===== src/rtl/strap_oe_ctrl.sv =====
module strap_oe_ctrl #(
  parameter int NOUT       = 32,
  parameter int NSEL       = 5,
  parameter int SEL_BASE   = 27,
  parameter int ZD_FIRST   = 24,
  parameter int TURN_TICKS = 1000000
) (
  input  logic            clk,
  input  logic            por_n,
  input  logic            oe_pad,
  input  logic [NSEL-1:0] pad_in,
  input  logic [NOUT-1:0] clk_src,
  output logic [NOUT-1:0] pad_out,
  output logic [NOUT-1:0] pad_oe,
  output logic [NSEL-1:0] cfg_addr,
  output logic            zd_mode,
  output logic            ready
);

  localparam int CW = $clog2(TURN_TICKS + 1);
  localparam logic [CW-1:0]   CNT_LAST = CW'(TURN_TICKS - 1);
  localparam logic [NSEL-1:0] ZD_CODE  = NSEL'(ZD_FIRST);

  logic [NSEL-1:0] sel_s1, sel_s2;
  logic [1:0]      fill;
  logic            latched;
  logic [CW-1:0]   cnt;
  logic            turned;
  logic            oe_s1, oe_s2;
  logic            dis;

  always_ff @(posedge clk or negedge por_n) begin
    if (!por_n) begin
      sel_s1   <= '1;
      sel_s2   <= '1;
      fill     <= 2'd0;
      latched  <= 1'b0;
      cfg_addr <= '0;
    end else begin
      sel_s1 <= pad_in;
      sel_s2 <= sel_s1;
      if (!latched) begin
        if (fill == 2'd2) begin
          cfg_addr <= sel_s2;
          latched  <= 1'b1;
        end else begin
          fill <= fill + 2'd1;
        end
      end
    end
  end

  always_ff @(posedge clk or negedge por_n) begin
    if (!por_n) begin
      cnt    <= '0;
      turned <= 1'b0;
    end else if (latched && !turned) begin
      if (cnt == CNT_LAST) turned <= 1'b1;
      else                 cnt    <= cnt + 1'b1;
    end
  end

  always_ff @(posedge clk or negedge por_n) begin
    if (!por_n) begin
      oe_s1 <= 1'b1;
      oe_s2 <= 1'b1;
      dis   <= 1'b0;
    end else begin
      oe_s1 <= oe_pad;
      oe_s2 <= oe_s1;
      dis   <= dis | ~oe_s2;
    end
  end

  assign ready   = turned;
  assign zd_mode = latched & (cfg_addr >= ZD_CODE);

  for (genvar g = 0; g < NOUT; g++) begin : g_out
    if (g >= SEL_BASE && g < SEL_BASE + NSEL) begin : g_shared
      assign pad_oe[g] = turned & ~dis;
    end else begin : g_dedic
      assign pad_oe[g] = latched & ~dis;
    end
    assign pad_out[g] = clk_src[g] & pad_oe[g];
  end

endmodule


===== config.mk =====
export PLATFORM = sky130hd
export DESIGN_NAME = strap_oe_ctrl
export DESIGN_NICKNAME = d
export VERILOG_FILES = /design/src/rtl/strap_oe_ctrl.sv
export SDC_FILE = /design/constraint.sdc
export NUM_CORES = 1
export LEC_CHECK = 0
export BUFFER_PORTS_ARGS = -buffer_cell sky130_fd_sc_hd__clkbuf_2
export CORE_MARGIN = 3
export CORE_UTILIZATION = 41
export DETAILED_ROUTE_END_ITERATION = 10
export PLACE_DENSITY = 0.85
export SYNTH_ARGS = -nofsm -noshare
export SYNTH_HDL_FRONTEND = slang
export SYNTH_SLANG_ARGS = --single-unit

===== constraint.sdc =====
create_clock -name clk -period 1.8 [get_ports clk]
set_clock_uncertainty 0.05 [all_clocks]
set_input_delay 0.09 -clock clk [delete_from_list [all_inputs] [get_ports clk]]
set_output_delay 0.09 -clock clk [all_outputs]
set_load 0.02 [all_outputs]

==> impl_metrics.json <==
{
  "outcome": "finished, final reports clean",
  "setup_viol": 0,
  "arrival_ps": 1920,
  "antenna_found_initial": 0,
  "dieArea_mm2": 0.006092,
  "maxSlewHeadroom": 0.6750,
  "drive_gt1_frac": 0.5753,
  "layout_setup_ws_ps": 22.58,
  "p_leak_nw": 1.427,
  "synthArstFlopShare": 1.000,
  "drt_wl_total_um": 4625,
  "drt_iter0_drc": 29,
  "place_ws_ps": -3.883,
  "areaGrowthSynthToFinish_pct": 33.74,
  "rsz0062_at_grt": "true",
  "hpwl_um": 3386,
  "placed_cell_area_mm2": 0.002636,
  "worstSetupStartpointType": "flip-flop",
  "synth.yosys.seq_area_share": 0.5009,
  "initial_utilization": 0.4362,
  "slowest_stage": "dfrtp_1",
  "clk_path_buf_depth": 2,
  "drv_cap": 0,
  "synth.most_common_cell": "and2_1",
  "io_pins": 111,
  "overflow": 0,
  "die_w_um": 78.05,
  "synth_fp_nets": 234,
  "power_w": 0.001696,
  "slew_violations": 0,
  "synthSimpleGateAreaFrac": 0.2440,
  "synth.top_cell.area_share": 0.3527,
  "timing.rr.end": "cnt[1]",
  "worstMarginPinSlew_ps": 487.5,
  "ir_drop_mv": 0.5976,
  "viasPerCell": 4.448,
  "num_vias": 1628,
  "r2r-start": "cnt[15]",
  "crit_type": "flip-flop to flip-flop",
  "endpoint_kind": "flip-flop",
  "synth_fa_ha_area_frac": 0.01176,
  "worstHoldEndpoint": "sel_s2[1]",
  "crit_fanout": 4,
  "ys_types": 31,
  "grt_max_degree": 55,
  "layout.nets": 340,
  "hold_viol": 0,
  "required_ps": 1940,
  "grt_pass1_vias": 1576,
  "cts_tree": "done",
  "hp-class": "flip-flop to flip-flop",
  "first_pass_iters": 4,
  "min_period_over_period": 0.9875,
  "fin_crit_ps": 1777,
  "min_path_cells": 0,
  "rrSetupSlack_ps": 20,
  "insertion_delay_ps": 300,
  "yosys_warnings": 0,
  "hold_path.startpoint": "sel_s1[1]",
  "synth-seq-cells": 42,
  "synth_top_family_by_area": "simple AND/OR/NAND/NOR gates",
  "yosys.area.top_type": "dfrtp_1",
  "io_buffers": 110,
  "n_antenna_cell": 0,
  "synth-xor-area-share": 0.08230,
  "grt_first_pass_wirelength_um": 7458,
  "crit_path_cell_trace": "and4bb_2 -> nand4_1 -> or3_4 -> nand2_4 -> mux2_4",
  "reg2regPathDepth": 5,
  "fmax_ghz": 0.5626,
  "cts_buffers": 5,
  "clock-root-buffer": "clkbuf_8",
  "clk_pin_slew_ps": 80,
  "htreeDepth": 2,
  "num_rows": 25,
  "synth_compound_area_frac": 0.005879,
  "stdcell_area_mm2": 0.002846,
  "ant_nets": 0,
  "synthTopCellsByArea": "dfrtp_1 (35%), dfstp_2 (15%), buf_4 (11%)",
  "gr-usage-all-layers": 0.1551,
  "ys.flop_type": "dfrtp_1",
  "drc": 0,
  "cts.sinks": 42,
  "wl_per_cell_um": 12.64,
  "synth_edf_count": 0,
  "die_h_um": 78.05,
  "syn_inst": 192,
  "critical_path.max_stage_delay_ps": 420,
  "finalWeightedCongestion": 0.7961,
  "netlist_top_cells_count": "and2_1 (33), buf_4 (30), dfrtp_1 (30), xnor2_1 (20), dfstp_2 (12)",
  "core_mm2": 0.004880,
  "powerDensity_mw_per_mm2": 595.8,
  "synth_mux_area_frac": 0.03175,
  "syn_area_mm2": 0.002128,
  "syn_avg_cell_area_um2": 11.08
}
==> metal layers <==
layer  up-vias  share of wire  track usage
met5         -              0            0
met4         0          0.014      0.05420
met3         5          0.085      0.04817
met2        76           0.47       0.2560
met1       745           0.44       0.1924
li1        802              -            -
==> stage by stage <==
| stage | utilization | hold slack (ps) | instances | setup TNS, ps |
|---|---|---|---|---|
| CTS | 0.5751 | 309.2 | 363 | 0 |
| global placement | 0.5403 | 122.6 | 348 | 0 |
| global route | 0.5833 | 313.2 | 366 | -70.60 |
| floorplan | - | -255.6 | 192 | 0 |
| detailed placement | 0.5403 | 122.3 | 348 | -3.883 |
| finish | 0.5833 | 308.5 | 366 | 0 |
==> power breakdown <==
group,switching (W),internal [W]
Clock,0.000345,0.000280
Combinational,0.0000412,0.0000500
Sequential,0.00000699,0.000973
==> kinds of logic (layout without fill, tap and decap cells) <==
family / after synthesis / count (layout)
AND/OR/NAND/NOR: 82 / 82
flip-flops: 42 / 42
buffers and inverters: 38 / 145
XOR/XNOR: 20 / 20
multiplexers: 6 / 6
adder cells (fa/ha/maj): 2 / 2
AO/OA/AOI/OAI: 2 / 2
==> worst max-delay path: cells and delay by family (launching register included) <==
kind	cells	cell delay, ps
flip-flops	1	420
multiplexers	1	290
AND/OR/NAND/NOR	4	910
==> state kept, by name, indices dropped and copies added (netlist names) <==
| signal | flops |
|---|---|
| dis | 1 |
| ready | 1 |
| fill | 2 |
| oe_s2 | 1 |
| cnt | 20 |
| latched | 1 |
| cfg_addr | 5 |
| sel_s2 | 5 |
| sel_s1 | 5 |
| oe_s1 | 1 |
==> layout make-up <==
class                   instances  area (um2)
clock buffers                   5       68.82
clock inverters                 3       25.02
fillers                       415        2033
inverters                       4       15.01
multi-input cells             112       827.0
flip-flops and latches         42        1066
well taps                      67       83.83
repair buffers                133       760.7
==> worst max-delay path by stage <==
| stage | from | endpoint | slack, ps |
|---|---|---|---|
| finish | cnt[15] | cnt[1] | 20 |
| global route | cnt[7] | cnt[9] | -30 |
| CTS | cnt[0] | cnt[1] | 2 |
| detailed placement | cnt[13] | cnt[1] | -4 |
| global placement | cnt[13] | cnt[1] | 70 |
| floorplan | cnt[0] | cnt[1] | 3 |
==> cell usage in the layout, fill, tap and decap left out, types with 2 or more instances in the layout <==
cell / n
clkbuf_2: 110
and2_1: 33
dfrtp_1: 30
xnor2_1: 20
buf_4: 14
dfstp_2: 12
nand2_1: 9
dlygate4sd3_1: 7
nand3_2: 6
nand3_1: 6
nand4_1: 6
mux2_2: 5
clkbuf_8: 5
inv_1: 4
nor2_1: 4
nor2b_1: 2
or2_2: 2
and4_2: 2
==> repair_timing <==
action / 4_1_cts / 5_1_grt
hold buffers: 7 / 0
gates cloned: 0 / 0
buffers inserted: 0 / 3
hold endpoints to repair: 36 / 0
endpoints found under the setup margin: 1 / 14
pin swaps: 0 / 5
gates resized for setup: 1 / 5
Note: power is estimated with default switching activity, not from simulation.
